`src/rtl/rdc_pkg.sv`:
```
package rdc_pkg;
  // control word bit positions
  localparam int CTRL_REQ      = 0;
  localparam int CTRL_DONE     = 1;
  localparam int CTRL_ERR      = 2;
  localparam int CTRL_LOCK     = 3;
  localparam int CTRL_HOST     = 4;
  localparam int CTRL_WAYS_LSB = 8;
  localparam int WAYS_W        = 3;

  // field codes within a decoder's register window
  localparam logic [2:0] F_CTRL    = 3'd0;
  localparam logic [2:0] F_BASE_LO = 3'd1;
  localparam logic [2:0] F_BASE_HI = 3'd2;
  localparam logic [2:0] F_SIZE_LO = 3'd3;
  localparam logic [2:0] F_SIZE_HI = 3'd4;
  localparam logic [2:0] F_TGT_LO  = 3'd5;
  localparam logic [2:0] F_TGT_HI  = 3'd6;

  // sequencer to register bank strobes
  typedef struct packed {
    logic       busy;
    logic       done;
    logic       pass;
    logic [7:0] idx;
  } seqStrobe_t;
endpackage

```
`src/rtl/rdc_sequencer.sv`:
```
module rdc_sequencer
  import rdc_pkg::*;
#(
  parameter int NUM_DEC    = 4,
  parameter int COMMIT_LAT = 16,
  localparam int IDX_W = (NUM_DEC > 1) ? $clog2(NUM_DEC) : 1,
  localparam int CE_W  = IDX_W + 1
) (
  input  logic                   clk,
  input  logic                   rstN,
  input  logic [NUM_DEC-1:0]     pending,
  input  logic [NUM_DEC-1:0]     sizeOk,
  input  logic signed [CE_W-1:0] commitEnd,
  output seqStrobe_t             strb
);
  localparam int CNT_W = $clog2(COMMIT_LAT + 1);

  typedef enum logic {S_IDLE, S_BUSY} seqState_t;

  seqState_t        state;
  logic [CNT_W-1:0] cnt;
  logic [IDX_W-1:0] curIdx;
  logic [IDX_W-1:0] pick;
  logic             found;
  logic             inOrder;

  // lowest pending index wins
  always_comb begin
    pick  = '0;
    found = 1'b0;
    for (int i = NUM_DEC - 1; i >= 0; i--) begin
      if (pending[i]) begin
        pick  = IDX_W'(i);
        found = 1'b1;
      end
    end
  end

  always_ff @(posedge clk) begin
    if (!rstN) begin
      state  <= S_IDLE;
      cnt    <= '0;
      curIdx <= '0;
    end else begin
      case (state)
        S_IDLE: if (found) begin
          state  <= S_BUSY;
          curIdx <= pick;
          cnt    <= CNT_W'(COMMIT_LAT - 1);
        end
        S_BUSY: begin
          if (cnt == '0) state <= S_IDLE;
          else           cnt   <= cnt - 1'b1;
        end
        default: state <= S_IDLE;
      endcase
    end
  end

  assign inOrder = (int'(curIdx) == int'(commitEnd) + 1);

  always_comb begin
    strb.busy = (state == S_BUSY);
    strb.done = (state == S_BUSY) && (cnt == '0);
    strb.pass = inOrder && sizeOk[curIdx];
    strb.idx  = 8'(curIdx);
  end

  // the countdown never exceeds the configured latency
  p_cnt_bound_r3: assert property (@(posedge clk) disable iff (!rstN)
    strb.busy |-> (int'(cnt) <= COMMIT_LAT - 1));

  // an evaluation, once started, is not cut short
  p_busy_hold_r3: assert property (@(posedge clk) disable iff (!rstN)
    (strb.busy && cnt != '0) |=> (strb.busy && $stable(curIdx)));
endmodule

```
`src/rtl/rdc_regbank.sv`:
```
module rdc_regbank
  import rdc_pkg::*;
#(
  parameter int NUM_DEC = 4,
  localparam int IDX_W  = (NUM_DEC > 1) ? $clog2(NUM_DEC) : 1,
  localparam int CE_W   = IDX_W + 1,
  localparam int SEL_W  = $clog2(NUM_DEC + 1),
  localparam int ADDR_W = SEL_W + 3
) (
  input  logic                   clk,
  input  logic                   rstN,
  input  logic                   wrEn,
  input  logic [ADDR_W-1:0]      addr,
  input  logic [31:0]            wrData,
  output logic [31:0]            rdData,
  input  seqStrobe_t             strb,
  output logic [NUM_DEC-1:0]     pending,
  output logic [NUM_DEC-1:0]     sizeOk,
  output logic signed [CE_W-1:0] commitEnd
);
  logic [SEL_W-1:0] sel;
  logic [2:0]       fld;
  assign sel = addr[ADDR_W-1:3];
  assign fld = addr[2:0];

  logic [NUM_DEC-1:0]              reqV, doneV, errV, lockV, hostV, tearV;
  logic [NUM_DEC-1:0][WAYS_W-1:0] waysV;
  logic [NUM_DEC-1:0][63:0]       baseV, sizeV, tgtV;

  for (genvar i = 0; i < NUM_DEC; i++) begin : g_dec
    logic             req, done, err, lock, host;
    logic [WAYS_W-1:0] ways;
    logic [63:0]      base, size, tgt;
    logic             hit, wrOk, doneHere, tear;

    assign hit      = wrEn && (sel == SEL_W'(i));
    assign doneHere = strb.done && (strb.idx == 8'(i));
    assign wrOk     = hit && !(req && !done && !err) && !(done && lock);
    assign tear     = wrOk && (fld == F_CTRL) && done && !wrData[CTRL_REQ]
                      && (int'(commitEnd) == i) && !strb.done;

    always_ff @(posedge clk) begin
      if (!rstN) begin
        req <= 1'b0; done <= 1'b0; err <= 1'b0; lock <= 1'b0; host <= 1'b0;
        ways <= '0; base <= '0; size <= '0; tgt <= '0;
      end else if (doneHere) begin
        if (strb.pass) done <= 1'b1;
        else           err  <= 1'b1;
      end else if (wrOk) begin
        case (fld)
          F_CTRL: begin
            if (done) begin
              if (wrData[CTRL_REQ] || tear) begin
                lock <= wrData[CTRL_LOCK];
                host <= wrData[CTRL_HOST];
                ways <= wrData[CTRL_WAYS_LSB +: WAYS_W];
              end
              if (tear) begin
                done <= 1'b0;
                req  <= 1'b0;
              end
            end else if (err) begin
              if (!wrData[CTRL_REQ]) begin
                err  <= 1'b0;
                req  <= 1'b0;
                lock <= wrData[CTRL_LOCK];
                host <= wrData[CTRL_HOST];
                ways <= wrData[CTRL_WAYS_LSB +: WAYS_W];
              end
            end else begin
              req  <= wrData[CTRL_REQ];
              lock <= wrData[CTRL_LOCK];
              host <= wrData[CTRL_HOST];
              ways <= wrData[CTRL_WAYS_LSB +: WAYS_W];
            end
          end
          F_BASE_LO: base[31:0]  <= wrData;
          F_BASE_HI: base[63:32] <= wrData;
          F_SIZE_LO: size[31:0]  <= wrData;
          F_SIZE_HI: size[63:32] <= wrData;
          F_TGT_LO:  tgt[31:0]   <= wrData;
          F_TGT_HI:  tgt[63:32]  <= wrData;
          default: ;
        endcase
      end
    end

    assign reqV[i]  = req;
    assign doneV[i] = done;
    assign errV[i]  = err;
    assign lockV[i] = lock;
    assign hostV[i] = host;
    assign waysV[i] = ways;
    assign baseV[i] = base;
    assign sizeV[i] = size;
    assign tgtV[i]  = tgt;
    assign tearV[i] = tear;

    assign pending[i] = req && !done && !err;
    assign sizeOk[i]  = |size;

    // a decoder never shows committed and error at once
    p_status_excl_r8: assert property (@(posedge clk) disable iff (!rstN)
      !(doneV[i] && errV[i]));

    // committed decoders always form the prefix 0..commitEnd
    p_prefix_r4: assert property (@(posedge clk) disable iff (!rstN)
      doneV[i] == (i <= int'(commitEnd)));

    // a locked committed decoder keeps its state and range
    p_lock_hold_r9: assert property (@(posedge clk) disable iff (!rstN)
      (doneV[i] && lockV[i]) |=> (doneV[i] && lockV[i] && $stable(baseV[i]) && $stable(sizeV[i])));

    // range registers are frozen while the request is pending
    p_pending_frozen_r10: assert property (@(posedge clk) disable iff (!rstN)
      pending[i] |=> ($stable(baseV[i]) && $stable(sizeV[i]) && $stable(tgtV[i])));
  end

  always_ff @(posedge clk) begin
    if (!rstN) commitEnd <= '1;
    else if (strb.done && strb.pass) commitEnd <= CE_W'(strb.idx);
    else if (|tearV) commitEnd <= commitEnd - 1'b1;
  end

  function automatic logic [63:0] maskTargets(logic [63:0] t, logic [WAYS_W-1:0] w);
    logic [63:0] r;
    r = '0;
    for (int b = 0; b < 8; b++) begin
      if (b <= int'(w)) r[8*b +: 8] = t[8*b +: 8];
    end
    return r;
  endfunction

  logic [IDX_W-1:0] rIdx;
  logic [63:0]      tgtMasked;
  assign rIdx      = IDX_W'(sel);
  assign tgtMasked = maskTargets(tgtV[rIdx], waysV[rIdx]);

  always_comb begin
    rdData = '0;
    if (sel == SEL_W'(NUM_DEC)) begin
      if (fld == F_CTRL) rdData = {{(32 - CE_W){commitEnd[CE_W-1]}}, commitEnd};
    end else if (int'(sel) < NUM_DEC) begin
      case (fld)
        F_CTRL: begin
          rdData[CTRL_REQ]  = reqV[rIdx];
          rdData[CTRL_DONE] = doneV[rIdx];
          rdData[CTRL_ERR]  = errV[rIdx];
          rdData[CTRL_LOCK] = lockV[rIdx];
          rdData[CTRL_HOST] = hostV[rIdx];
          rdData[CTRL_WAYS_LSB +: WAYS_W] = waysV[rIdx];
        end
        F_BASE_LO: rdData = baseV[rIdx][31:0];
        F_BASE_HI: rdData = baseV[rIdx][63:32];
        F_SIZE_LO: rdData = sizeV[rIdx][31:0];
        F_SIZE_HI: rdData = sizeV[rIdx][63:32];
        F_TGT_LO:  rdData = tgtMasked[31:0];
        F_TGT_HI:  rdData = tgtMasked[63:32];
        default:   rdData = '0;
      endcase
    end
  end

  // the pointer moves by exactly one step at a time
  p_ptr_step_r7: assert property (@(posedge clk) disable iff (!rstN)
    (commitEnd != $past(commitEnd)) |->
      (int'(commitEnd) == int'($past(commitEnd)) + 1 || int'(commitEnd) == int'($past(commitEnd)) - 1));

  // a result is only delivered by a running evaluation
  p_done_busy_r3: assert property (@(posedge clk) disable iff (!rstN)
    strb.done |-> strb.busy);
endmodule

```
`src/rtl/range_decoder_commit.sv`:
```
module range_decoder_commit
  import rdc_pkg::*;
#(
  parameter int NUM_DEC    = 4,
  parameter int COMMIT_LAT = 16,
  localparam int IDX_W  = (NUM_DEC > 1) ? $clog2(NUM_DEC) : 1,
  localparam int CE_W   = IDX_W + 1,
  localparam int SEL_W  = $clog2(NUM_DEC + 1),
  localparam int ADDR_W = SEL_W + 3
) (
  input  logic              clk,
  input  logic              rstN,
  input  logic              regWrEn,
  input  logic [ADDR_W-1:0] regAddr,
  input  logic [31:0]       regWrData,
  output logic [31:0]       regRdData
);
  seqStrobe_t              strb;
  logic [NUM_DEC-1:0]      pending;
  logic [NUM_DEC-1:0]      sizeOk;
  logic signed [CE_W-1:0]  commitEnd;

  rdc_regbank #(.NUM_DEC(NUM_DEC)) u_bank (
    .clk       (clk),
    .rstN      (rstN),
    .wrEn      (regWrEn),
    .addr      (regAddr),
    .wrData    (regWrData),
    .rdData    (regRdData),
    .strb      (strb),
    .pending   (pending),
    .sizeOk    (sizeOk),
    .commitEnd (commitEnd)
  );

  rdc_sequencer #(.NUM_DEC(NUM_DEC), .COMMIT_LAT(COMMIT_LAT)) u_seq (
    .clk       (clk),
    .rstN      (rstN),
    .pending   (pending),
    .sizeOk    (sizeOk),
    .commitEnd (commitEnd),
    .strb      (strb)
  );
endmodule

```
`config.mk`:
```
export PLATFORM = sky130hd
export DESIGN_NAME = range_decoder_commit
export DESIGN_NICKNAME = d
export VERILOG_FILES = /design/src/rtl/rdc_pkg.sv /design/src/rtl/rdc_sequencer.sv /design/src/rtl/rdc_regbank.sv /design/src/rtl/range_decoder_commit.sv
export SDC_FILE = /design/constraint.sdc
export NUM_CORES = 2
export LEC_CHECK = 0
export BUFFER_PORTS_ARGS = -buffer_cell sky130_fd_sc_hd__buf_2
export CORE_MARGIN = 2
export CORE_UTILIZATION = 40
export CTS_BUF_LIST = sky130_fd_sc_hd__clkbuf_2
export CTS_CLUSTER_SIZE = 20
export DETAILED_ROUTE_END_ITERATION = 8
export HOLD_SLACK_MARGIN = 0.05
export MAX_ROUTING_LAYER = met4
export PLACE_DENSITY = 0.64
export SLEW_MARGIN = 10
export SYNTH_ARGS = -nofsm -noshare
export SYNTH_HDL_FRONTEND = slang
export SYNTH_SLANG_ARGS = --single-unit
```
`constraint.sdc`:
```
create_clock -name clk -period 10.1 [get_ports clk]
set_clock_uncertainty 0.2 [all_clocks]
set_input_delay 1.515 -clock clk [delete_from_list [all_inputs] [get_ports clk]]
set_output_delay 1.515 -clock clk [all_outputs]
set_load 0.03 [all_outputs]
```
After elaboration in Yosys (flattened, before gate mapping)
Cells that the tools add are included.

cells by class
  $add $sub $neg = 3
  magnitude comparators = 10
  equal/unequal tests = 43
  mux-type cells = 145
  bitwise logic cells = 5
  reductions and logical operators = 134

operators with widths
  kind                                                                   number
  64-bit binary-select mux with 2-bit select                             3
  64-bit OR reduction                                                    4
  64-bit 2-to-1 mux                                                      3
  21-bit case mux with 6 select lines                                    1
  32-bit 2-to-1 mux                                                      3
  1-bit 2-to-1 mux                                                       94
  3-bit AND reduction                                                    28
  8-bit 2-to-1 mux                                                       7
  1-bit logical AND                                                      51
  3-bit 2-to-1 mux                                                       16
  5-bit AND reduction                                                    8
  5-bit case mux with 7 select lines                                     1
  2-bit != test, second input constant                                   17
  3-bit by 32-bit equality test with 1-bit output                        1
  32-bit zero test                                                       1
  3-bit case mux with 7 select lines                                     1
  3-bit equality test, second input constant                             6
  1-bit zero test                                                        18
  3-bit case mux with 6 select lines                                     1
  2-bit nonzero test                                                     9
  4-bit AND reduction                                                    4
  3-bit by 2-bit equality test with 1-bit output, second input constant  5
  1-bit binary-select mux with 2-bit select                              6
  3-bit <= comparator, first input constant                              4
  other kinds (24)                                                       48

storage, ports and cells
  register bits after elaboration = 811
  output and inout bits = 32
  logic and storage cells = 392

Logic depth before layout (Yosys ltp)
  depth after elaboration = 16
  depth in mapped cells = 11
  depth with buffers taken out = 8

By module
Synthesis repeated with hierarchy kept, for this count alone.

second synthesis, totals
  cells, all modules = 4,106
  area total of the unflattened synthesis = 36,279.8 sq um

by module, submodules not included
  module         times used  cells each  area each (sq um)  seq. area each (sq um)
  rdc_regbank    1           4,042       35,716.8           16,075.4
  rdc_sequencer  1           64          563.0              160.2

Least setup slack after synthesis
OpenSTA, ideal clock, no wires.

  path kind = input to output
  from = in regAddr[4]
  to = out regRdData[6]
  arrival time = 3.924 ns
  setup slack = 4.461 ns
  cell stages on the path = 8
  cells stage by stage = clkbuf_1 > buf_2 > buf_1 > buf_1 > mux4_2 > mux2i_1 > o221a_2 > o21ai_0

between the ends
  longest elaborated chain between the ends = 7
  elaborated cells between the ends (all ways) = 15
  classes of those cells = order compare: 2; eq/ne: 1; mux: 12

ends and longest elaborated chain
  element                                    RTL line                    RTL
  start, declared                            range_decoder_commit.sv:14  input logic [ADDR_W-1:0] regAddr,
  3-bit binary-select mux with 2-bit select  rdc_regbank.sv:137          assign tgtMasked = maskTargets(tgtV[rIdx], waysV[rIdx]);
  3-bit 2-to-1 mux (not written as such)     rdc_regbank.sv:137
  3-bit <= comparator                        rdc_regbank.sv:129          if (b <= int'(w)) r[8*b +: 8] = t[8*b +: 8];
  8-bit 2-to-1 mux                           rdc_regbank.sv:129
  3-bit case mux with 6 select lines         rdc_regbank.sv:144          case (fld)
  32-bit 2-to-1 mux                          rdc_regbank.sv:143          end else if (int'(sel) < NUM_DEC) begin
  32-bit 2-to-1 mux (*)                      rdc_regbank.sv:141          if (sel == SEL_W'(NUM_DEC)) begin
  end, declared                              range_decoder_commit.sv:16  output logic [31:0] regRdData

Mark *: on every way between the ends. The rest lies on a longest branch, timed or not. The select of a mux whose other input is x is not followed.

Final worst setup path
  from = in regAddr[4]
  to = out regRdData[31]

between the ends
  longest elaborated chain between the ends = 7
  elaborated cells between the ends (all ways) = 17
  classes of those cells = order compare: 3; eq/ne: 1; mux: 13

ends and longest elaborated chain
  element                                                                                       RTL line
  3-bit binary-select mux with 2-bit select                                                     rdc_regbank.sv:137
  3-bit 2-to-1 mux (not written as such)                                                        rdc_regbank.sv:137
  3-bit <= comparator / 2-bit by 3-bit <= comparator with 1-bit output (equally long branches)  rdc_regbank.sv:129
  8-bit 2-to-1 mux                                                                              rdc_regbank.sv:129
  21-bit case mux with 6 select lines                                                           rdc_regbank.sv:144
  32-bit 2-to-1 mux                                                                             rdc_regbank.sv:143
  32-bit 2-to-1 mux (*)                                                                         rdc_regbank.sv:141

Marks and branches as above.

==> metrics.yaml <==
ctsResizeCount: 0
hp-class: "flip-flop to flip-flop"
mappedNetlistArea_mm2: 0.0358
power.leakage_nw: 12.8
drtPass1Iterations: 8
setup_violations: 0
cp.depth: 8
path_clk_slew_ns: 0.08
drive_above_1_share: 0.172
grt_pass1_vias: 27300
crit_fanout: 72
crit_buf_inv: 3
ant_nets: 0
clockBufferDepth: 3
report.power.total_mw: 5.65
core_mm2: 0.0885
vdd_ir_drop_max_uv: 97.3
synth_nets: 3855
synth_async_sr_flop_share: 0
cts_tree: "done"
synth_cell_types: 62
critPathKind: "primary input to primary output"
tightest_slew_ns: 1.22
overflow: 0
die_h_um: 303
antenna_found_initial: 3
clock-sinks: 811
worst_path_max_delay_cell: "buf_4"
final_cell_mix: "dfxtp_1 (811), nand2_1 (743), nor2_1 (459)"
numCtsBuffers: 199
rsz0062_at_grt: "false"
ys_ff_latch: 811
cts_root_buffer: "clkbuf_2"
r2r_cells: 6
synth_flop_cell: "dfxtp_1"
syn_area_per_cell_um2: 9.40
slowest_delay_ns: 0.70
cp-startpoint: "regAddr[4]"
start_util: 0.404
post-dp-hpwl_um: 70500
final_cell_count_no_fill: 5080
cts_setup_buffers: 0
cp_cell_sequence: "buf_8, buf_4, mux4_2, a22o_1, a221o_1, nor3_1, o21ai_0, buf_2"
startpoint_type: "primary input"
p_per_area_mw_per_mm2: 147
die_x_um: 303
num_rows: 109
pin_count: 73
crit_end: "regRdData[31]"
drt_wl_total_um: 114000
htreeDepth: 4
grt_first_pass_wirelength_um: 171000
grt_max_degree: 243
fin_crit_sh: 0.676
dr.first_iter.drc_count: 3256
wl_per_cell_um: 22.4
rr_endpoint: "u_bank.g_dec[2].base[2]"
gp_congestion: 0.957
clock_latency_ns: 1.45
die_area_mm2: 0.0919
yosysWarnings: 0
fin_setup_tns_ns: 0
finalMaxSlewViolations: 0
drc: 0
r2r_slack_ns: 6.08
cts_hold_buf: 0
yosysSeqAreaShare: 0.454
hold_viol: 0
grtUsageTotal: 0.251
syn_to_final_growth_pct: 7.67
drv_cap: 0
cp.required_ns: 8.39
worstPathArrival_ns: 5.11
fmax_ghz: 0.146
worst_hold_slack_ns: 0.255
synth_cells: 3806
final_common_cell: "dfxtp_1"
viasPerCell: 5.73
relSlewSlack: 0.182
vias: 29100
synth-edff-count: 0
status: "completed"
crit_family: "buffers and inverters"
io_buffer_count: 72
end_kind: "primary output"
dp_cells: 4747
r2r_start: "u_seq.curIdx[0]"
timing.final.crit_period_ns: 6.83
nNetsFinal: 3832
==> layer usage <==
metal | up-vias | global-route usage | wire length, um | part of all wire
li1 | 13300 | - | - | -
met1 | 14300 | 0.327 | 47800 | 0.42
met2 | 1306 | 0.387 | 53200 | 0.47
met3 | 205 | 0.0533 | 9780 | 0.086
met4 | 0 | 0.0862 | 3160 | 0.028
met5 | - | - | 0 | 0
==> worst min-delay path, delay by kind of cell, from the launching register on <==
kind	cells	cell delay [ns]
AO/OA/AOI/OAI	1	0.05
flip-flops	1	0.32
AND/OR/NAND/NOR	1	0.05
==> worst min path at each step <==
stage          cells past startpoint  slack, ns                       end                     start
2_1_floorplan                      2       0.23   u_bank.g_dec[2].base[0]   u_bank.g_dec[2].base[0]
3_3_place_gp                       2       0.24   u_bank.g_dec[3].tgt[39]   u_bank.g_dec[3].tgt[39]
3_5_place_dp                       2       0.24  u_bank.g_dec[2].base[43]  u_bank.g_dec[2].base[43]
4_1_cts                            3       0.16   u_bank.g_dec[2].tgt[12]             regWrData[12]
5_1_grt                            2       0.18       u_bank.commitEnd[2]                      rstN
6_report                           2       0.25  u_bank.g_dec[2].base[31]  u_bank.g_dec[2].base[31]
==> power breakdown <==
part / switching [mW] / internal, mW / leakage [nW] / total, mW
clock network: 1.34 / 0.771 / 1.29 / 2.11
logic: 0.238 / 0.0816 / 4.98 / 0.320
registers: 0.0106 / 3.21 / 6.53 / 3.22
==> Yosys cell counts, types with 4 or more instances <==
cell type / number / area (um2)
o22ai_1: 8 / 50.1
a22o_1: 13 / 114
a21oi_1: 371 / 1860
a311oi_1: 8 / 70.1
nor4_1: 65 / 407
or4_1: 4 / 30.0
clkbuf_1: 246 / 923
or3_1: 7 / 43.8
and3_1: 12 / 75.1
o221a_2: 5 / 56.3
ha_1: 8 / 100
nand4_1: 15 / 93.8
nor2b_1: 19 / 119
nand2_1: 745 / 2800
nor2_1: 485 / 1820
nand2b_1: 5 / 31.3
o21ai_0: 48 / 240
buf_1: 38 / 143
nor3_1: 19 / 95.1
a221o_1: 10 / 100
a221oi_1: 6 / 52.6
inv_1: 24 / 90.1
buf_2: 64 / 320
a31oi_1: 7 / 43.8
mux2i_1: 445 / 4450
o211ai_1: 7 / 52.6
mux4_2: 200 / 4500
nor4b_1: 7 / 61.3
dfxtp_1: 811 / 16200
nand3_1: 14 / 70.1
a22oi_1: 41 / 308
==> logic make-up (layout without fill, tap and decap cells) <==
| kind of cell | Yosys count | after routing | share of synthesized area |
|---|---|---|---|
| other cells | 0 | 6 | 0 |
| flops | 811 | 811 | 0.454 |
| fa+ha+maj | 8 | 8 | 0.00280 |
| xor+xnor | 6 | 6 | 0.00147 |
| compound gates | 544 | 544 | 0.0875 |
| buf+inv | 376 | 479 | 0.0419 |
| mux | 645 | 645 | 0.250 |
| simple gates | 1416 | 1416 | 0.162 |
==> cell type report <==
cell class,instances,area (um2)
fill,8572,50000
multi-input combinational,2619,18200
sequential,811,16200
tap,1165,1460
clock buffer,279,1400
timing repair buffer,126,823
clock inverter,48,256
inverter,26,105
antenna,6,15.0
==> flip-flops by register name, indices dropped and copies added (netlist names) <==
register           cells
u_seq.cnt              5
u_bank.g_dec.req       4
u_seq.state            1
u_bank.g_dec.done      4
u_bank.g_dec.host      4
u_bank.g_dec.ways     12
u_bank.g_dec.base    256
u_seq.curIdx           2
u_bank.g_dec.size    256
u_bank.commitEnd       3
u_bank.g_dec.lock      4
u_bank.g_dec.tgt     256
u_bank.g_dec.err       4
==> through the flow <==
| step | util | worst slack (ns) | instance area, um2 |
|---|---|---|---|
| after detailed placement | 0.417 | 3.42 | 36900 |
| after global routing | 0.435 | 3.09 | 38500 |
| after CTS | 0.435 | 3.41 | 38500 |
| after floorplan | - | 4.46 | 35800 |
| after global placement | 0.417 | 3.36 | 36900 |
| final | 0.435 | 3.27 | 38500 |
Power figures use the tool's default switching activity.
